<file path="config.mk">
export PLATFORM = sky130hd
export DESIGN_NAME = pin_remap_xbar
export DESIGN_NICKNAME = d
export VERILOG_FILES = /design/src/rtl/pin_remap_pkg.sv /design/src/rtl/pin_remap_cfg.sv /design/src/rtl/pin_remap_out_mux.sv /design/src/rtl/pin_remap_in_mux.sv /design/src/rtl/pin_remap_xbar.sv
export SDC_FILE = /design/constraint.sdc
export NUM_CORES = 1
export LEC_CHECK = 0
export ABC_CLOCK_PERIOD_IN_PS = 7400
export CAP_MARGIN = 20
export CORE_ASPECT_RATIO = 1.5
export CORE_MARGIN = 5
export CORE_UTILIZATION = 40
export DETAILED_ROUTE_END_ITERATION = 10
export DONT_BUFFER_PORTS = 1
export PLACE_DENSITY = 0.59
export SLEW_MARGIN = 5
export SYNTH_ARGS = -nofsm -noshare
export SYNTH_HDL_FRONTEND = slang
export SYNTH_SLANG_ARGS = --single-unit
</file>
<file path="constraint.sdc">
create_clock -name clk -period 7.4 [get_ports clk]
set_input_delay 0.37 -clock clk [delete_from_list [all_inputs] [get_ports clk]]
set_output_delay 0.37 -clock clk [all_outputs]
set_load 0.02 [all_outputs]
</file>
<file path="src/rtl/pin_remap_pkg.sv">
package pin_remap_pkg;
  localparam int unsigned N_PINS      = 16;
  localparam int unsigned N_OUT_CODES = 16;
  localparam int unsigned N_IN_FN     = 8;
  localparam int unsigned OSEL_W      = 4;
  localparam int unsigned ISEL_W      = 5;
  localparam int unsigned CFG_AW      = 5;
  localparam int unsigned CFG_DW      = 8;
endpackage

</file>
<file path="src/rtl/pin_remap_cfg.sv">
module pin_remap_cfg #(
  parameter int unsigned NP  = 16,
  parameter int unsigned NIF = 8,
  parameter int unsigned OSW = 4,
  parameter int unsigned ISW = 5,
  parameter int unsigned AW  = 5,
  parameter int unsigned DW  = 8
) (
  input  logic                    clk,
  input  logic                    rst_n,
  input  logic                    cfg_we,
  input  logic [AW-1:0]           cfg_addr,
  input  logic [DW-1:0]           cfg_wdata,
  output logic [DW-1:0]           cfg_rdata,
  output logic [NP-1:0][OSW-1:0]  osel,
  output logic [NIF-1:0][ISW-1:0] isel
);
  logic [NP-1:0][OSW-1:0]  osel_q, osel_d;
  logic [NIF-1:0][ISW-1:0] isel_q, isel_d;
  logic                    unused_wdata_hi;

  assign unused_wdata_hi = ^cfg_wdata[DW-1:ISW];

  // next-state: only the addressed field takes the write data
  always_comb begin
    osel_d = osel_q;
    isel_d = isel_q;
    for (int p = 0; p < NP; p++) begin
      if (cfg_addr == AW'(p)) osel_d[p] = cfg_wdata[OSW-1:0];
    end
    for (int f = 0; f < NIF; f++) begin
      if (cfg_addr == AW'(NP + f)) isel_d[f] = cfg_wdata[ISW-1:0];
    end
  end

  always_ff @(posedge clk or negedge rst_n) begin
    if (!rst_n) begin
      osel_q <= '0;
      isel_q <= '1;
    end else if (cfg_we) begin
      osel_q <= osel_d;
      isel_q <= isel_d;
    end
  end

  always_comb begin
    cfg_rdata = '0;
    for (int p = 0; p < NP; p++) begin
      if (cfg_addr == AW'(p)) cfg_rdata = DW'(osel_q[p]);
    end
    for (int f = 0; f < NIF; f++) begin
      if (cfg_addr == AW'(NP + f)) cfg_rdata = DW'(isel_q[f]);
    end
  end

  assign osel = osel_q;
  assign isel = isel_q;

  // fields change only through a write
  a_r8_hold_without_write: assert property (@(posedge clk) disable iff (!rst_n)
    !cfg_we |=> ($stable(osel_q) && $stable(isel_q)));

  // unmapped addresses leave every field alone
  a_r9_unmapped_write: assert property (@(posedge clk) disable iff (!rst_n)
    (cfg_we && cfg_addr >= AW'(NP + NIF)) |=> ($stable(osel_q) && $stable(isel_q)));

  for (genvar p = 0; p < NP; p++) begin : g_out_chk
    // a pin code write is visible after the edge
    a_r8_pin_write_lands: assert property (@(posedge clk) disable iff (!rst_n)
      (cfg_we && cfg_addr == AW'(p)) |=> (osel_q[p] == $past(cfg_wdata[OSW-1:0])));
  end
endmodule

</file>
<file path="src/rtl/pin_remap_out_mux.sv">
module pin_remap_out_mux #(
  parameter int unsigned NP  = 16,
  parameter int unsigned NOC = 16,
  parameter int unsigned OSW = 4
) (
  input  logic                   clk,
  input  logic                   rst_n,
  input  logic [NP-1:0][OSW-1:0] osel,
  input  logic [NOC-2:0]         fn_out,
  input  logic [NOC-2:0]         fn_oe,
  output logic [NP-1:0]          pin_out,
  output logic [NP-1:0]          pin_oe
);
  localparam int unsigned NCODE = 2 ** OSW;

  // code-indexed source table; code 0 and codes past the function count are dead
  logic [NCODE-1:0] src_dat, src_ena;

  for (genvar c = 0; c < NCODE; c++) begin : g_src
    if (c >= 1 && c < NOC) begin : g_live
      assign src_dat[c] = fn_out[c-1];
      assign src_ena[c] = fn_oe[c-1];
    end else begin : g_dead
      assign src_dat[c] = 1'b0;
      assign src_ena[c] = 1'b0;
    end
  end

  for (genvar p = 0; p < NP; p++) begin : g_pin
    assign pin_out[p] = src_dat[osel[p]];
    assign pin_oe[p]  = src_ena[osel[p]];

    // an unassigned pin stays quiet
    a_r3_code_zero_quiet: assert property (@(posedge clk) disable iff (!rst_n)
      (osel[p] == '0) |-> (!pin_oe[p] && !pin_out[p]));

    if (p > 0) begin : g_share
      // pins sharing a code carry identical drive
      a_r5_shared_code_match: assert property (@(posedge clk) disable iff (!rst_n)
        (osel[p] == osel[0]) |-> (pin_out[p] == pin_out[0] && pin_oe[p] == pin_oe[0]));
    end
  end
endmodule

</file>
<file path="src/rtl/pin_remap_in_mux.sv">
module pin_remap_in_mux #(
  parameter int unsigned NP  = 16,
  parameter int unsigned NIF = 8,
  parameter int unsigned ISW = 5
) (
  input  logic                    clk,
  input  logic                    rst_n,
  input  logic [NIF-1:0][ISW-1:0] isel,
  input  logic [NP-1:0]           pin_in,
  output logic [NIF-1:0]          fn_in
);
  localparam int unsigned NSRC = 2 ** ISW;

  // select-indexed source table; entries past the pin count idle high
  logic [NSRC-1:0] src;

  for (genvar s = 0; s < NSRC; s++) begin : g_src
    if (s < NP) begin : g_pin
      assign src[s] = pin_in[s];
    end else begin : g_idle
      assign src[s] = 1'b1;
    end
  end

  for (genvar f = 0; f < NIF; f++) begin : g_fn
    assign fn_in[f] = src[isel[f]];

    // selects past the pin count read high
    a_r7_default_high: assert property (@(posedge clk) disable iff (!rst_n)
      (isel[f] >= ISW'(NP)) |-> fn_in[f]);

    if (f > 0) begin : g_share
      // functions on the same pin see the same level
      a_r6_shared_pin_match: assert property (@(posedge clk) disable iff (!rst_n)
        (isel[f] == isel[0]) |-> (fn_in[f] == fn_in[0]));
    end
  end
endmodule

</file>
<file path="src/rtl/pin_remap_xbar.sv">
module pin_remap_xbar
  import pin_remap_pkg::*;
#(
  parameter int unsigned NP  = N_PINS,
  parameter int unsigned NOC = N_OUT_CODES,
  parameter int unsigned NIF = N_IN_FN,
  parameter int unsigned OSW = OSEL_W,
  parameter int unsigned ISW = ISEL_W,
  parameter int unsigned AW  = CFG_AW,
  parameter int unsigned DW  = CFG_DW
) (
  input  logic           clk,
  input  logic           rst_n,
  input  logic           cfg_we,
  input  logic [AW-1:0]  cfg_addr,
  input  logic [DW-1:0]  cfg_wdata,
  output logic [DW-1:0]  cfg_rdata,
  input  logic [NOC-2:0] fn_out,
  input  logic [NOC-2:0] fn_oe,
  input  logic [NP-1:0]  pin_in,
  output logic [NP-1:0]  pin_out,
  output logic [NP-1:0]  pin_oe,
  output logic [NIF-1:0] fn_in
);
  logic [1:0]              rst_sync_q;
  logic                    rst_int_n;
  logic [NP-1:0][OSW-1:0]  osel;
  logic [NIF-1:0][ISW-1:0] isel;

  // asynchronous assertion, synchronous release
  always_ff @(posedge clk or negedge rst_n) begin
    if (!rst_n) rst_sync_q <= 2'b00;
    else        rst_sync_q <= {rst_sync_q[0], 1'b1};
  end
  assign rst_int_n = rst_sync_q[1];

  pin_remap_cfg #(.NP(NP), .NIF(NIF), .OSW(OSW), .ISW(ISW), .AW(AW), .DW(DW)) u_cfg (
    .clk(clk), .rst_n(rst_int_n), .cfg_we(cfg_we), .cfg_addr(cfg_addr),
    .cfg_wdata(cfg_wdata), .cfg_rdata(cfg_rdata), .osel(osel), .isel(isel)
  );

  pin_remap_out_mux #(.NP(NP), .NOC(NOC), .OSW(OSW)) u_out (
    .clk(clk), .rst_n(rst_int_n), .osel(osel), .fn_out(fn_out), .fn_oe(fn_oe),
    .pin_out(pin_out), .pin_oe(pin_oe)
  );

  pin_remap_in_mux #(.NP(NP), .NIF(NIF), .ISW(ISW)) u_in (
    .clk(clk), .rst_n(rst_int_n), .isel(isel), .pin_in(pin_in), .fn_in(fn_in)
  );

  // while the internal reset is held, nothing drives and inputs idle high
  a_r1_reset_quiet: assert property (@(posedge clk)
    !rst_int_n |-> (pin_oe == '0 && fn_in == '1));
endmodule

</file>
==> out/metrics.cfg <==
[run_status]
outcome = complete, no violations

[yosys]
netlist_instances = 803
synth_seq_cells = 106
netlist-cell-type-count = 62
synthArstFlopShare_pct = 100
yosysWarnings = 0
synth_edf_count = 0
synth_top_area_share_pct = 29.2
synthesis.area_um2 = 10500
yosys.area.top_type = mux4_2
yosys-top-cells-area = mux4_2 29%, dfrtp_1 16%, mux2_2 15%, dfstp_2 10%, mux4_1 8.0%
synth_flop_cell = dfrtp_1
syn_area_per_cell_um2 = 13.1
yosysSeqAreaShare_pct = 25.6

[cells_and_area]
final_design_area_no_fill_um2 = 10800
regArea_um2 = 2710
fin_cells = 1052
nets = 776
areaGrowthSynthToFinish_pct = 2.15
multi_input_area_um2 = 7290
fin_util_pct = 41.5
antenna_cells = 0
nFillCells = 2497
layout-drive-gt1-share_pct = 48.5

[setup_path]
timing.critical_path.from = u_cfg.osel[0]$_DFFE_PN0P_
worstPathRequired_ps = 7030
r2r_end = u_cfg.osel[41]$_DFFE_PN0P_
crit_slowest_cell = dfrtp_1
endpoint_kind = primary output
worstPathArrival_ps = 2640
r2r_start = rst_sync_q[1]$_DFF_PN0_
path_buf_inv = 0
r2r_slack_ps = 5840
reg2reg_depth = 1
cp_max_fo = 11
cpPeakStageDelay_ps = 580
cp-start-kind = flip-flop
critical-path-top-delay-family = compound AO/OA/AOI/OAI gates
critPathKind = reg -> out
crit_chain = or2_2, a222oi_1, nor4_1, o31a_1, o2bb2ai_1, a21oi_1

[route]
vias_per_cell = 7.40
drtIter0Drc = 775
first_pass_iters = 5
vias = 7788
routedWlPerCell_um = 33.1
antenna_left = 0
postRouteWirelength_mm = 34.8
drc = 0

[cts]
h-tree-depth = 3
cts_max_path_buffers = 2
clk_latency_ps = 360
clkTransAtPathRegs_ps = 80
cts_tree = built
cts_made_buffers = 9
clkSinkCount = 106
root_buffer = clkbuf_16

[sta]
setup_ws_ps = 4390
fin_crit_ps = 3010
skew_ps = 8.63
fin_crit_sh_pct = 40.7
relSlewSlack_pct = 51.6
tightest_slew_ps = 726
rsz0062_at_grt = no
hold_slack_ps = 145
slew_viol_final = 0
timing.fmax_ghz = 0.332
finalHoldViolCount = 0
fin_tns_setup_ps = 0
setup-violations-final = 0

[global_routing]
antenna_found_initial = 0
grt_max_degree = 65
grt_pass1_vias = 7961
grt_pass1_wl_mm = 52.5
overflow = 0
grt_use_total_pct = 23.3

[worst_hold_path]
holdCritPathClass = in -> reg
hold_depth = 2
min_from = cfg_wdata[2]
min_to = u_cfg.osel[38]$_DFFE_PN0P_

[power_and_ir_drop]
power_mw = 2.49
powerDensity_nw_per_um2 = 231
total_leakage_power_nw = 3.78
peakVddDrop_mv = 0.119

[floorplanning]
core_area_um2 = 25900
initial_core_util_pct = 40.7
io_pins = 110
fp.dieW_um = 143
num_rows = 72
dieArea_um2 = 29800
die_h_um = 209

[job]
maxCapViolCount = 0

[placement]
io_buffer_count = 0
dp_slack_ps = 4770
placed_area_um2 = 10500
placed_cells = 1035
hpwl_mm = 24.0
place_congestion = 0.867

-- kinds of logic (layout without fill, tap and decap cells) --
logic type / after synthesis / in the layout / share of synthesized area, %
buffers and inverters: 112 / 26 / 5.30
and+or+nand+nor: 145 / 145 / 7.79
DFF: 106 / 106 / 25.6
muxes: 321 / 321 / 53.3
other: 2 / 4 / 0.0712
AOI/OAI and AO/OA: 117 / 117 / 7.92
-- per-layer routing --
metal  up-vias  track usage [%]  wire, um
met4         0             8.72      1350
met3       100             4.99      3010
met2       453             39.9     18000
met1      4120             28.6     12500
li1       3115                -         -
met5         -                0         0
-- worst max path at each step --
stage          slack (ps)                   endpoint  depth (start not counted)
6_report             4390               cfg_rdata[0]                          6
5_1_grt              4300               cfg_rdata[0]                          6
4_1_cts              4400               cfg_rdata[0]                          6
3_5_place_dp         4770               cfg_rdata[1]                          6
3_3_place_gp         4750               cfg_rdata[1]                          6
2_1_floorplan        4300  u_cfg.osel[0]$_DFFE_PN0P_                          0
-- power breakdown --
part           internal [mW]  switching [mW]
Clock                  0.269           0.239
Sequential             0.723           0.306
Combinational          0.597           0.359
-- state kept, by name, summed over array words and instances, names as in the netlist --
signal      count
u_cfg.osel     64
u_cfg.isel     40
rst_sync_q      2
-- synthesized netlist by cell type (3+ instances only) --
cell / n
nand2_1: 29
o21ai_0: 22
nand2b_1: 11
nor3_1: 10
nor2_2: 4
dfrtp_1: 66
clkbuf_1: 59
o22ai_1: 6
a211oi_1: 5
or3_1: 3
o32ai_1: 4
inv_1: 7
nor3_2: 3
nand3_1: 8
mux4_2: 137
buf_4: 8
a22o_1: 32
dfstp_2: 40
mux4_1: 32
a22oi_1: 3
mux2_2: 139
buf_6: 10
buf_2: 27
mux2i_1: 13
nor2b_1: 24
nor2_1: 26
or2_1: 8
nand4_1: 3
a21oi_1: 20
-- cell type report --
cell class,count,share of cell area [%]
Multi-Input combinational cell,587,67.7
Clock inverter,7,0.790
Timing Repair Buffer,2,0.163
Tap cell,333,3.87
Inverter,8,0.279
Sequential cell,106,25.1
Clock buffer,9,2.09
-- layout by cell type, fill, tap and decap left out, drive strengths merged, types with 9 or more instances in the layout --
cell    instances
dfstp          40
inv            10
mux4          169
nor2           30
dfrtp          66
clkbuf          9
nor3           13
nand2b         11
o21ai          23
mux2          139
a22o           32
or2            10
a21oi          20
nor2b          24
mux2i          13
nand2          29
-- what timing repair did --
action,in CTS,in global routing
setup buffers,0,0
gates resized for setup,0,0
hold buffers,1,0
endpoints found under the hold margin,2,0
Power figures use the tool's default switching activity.
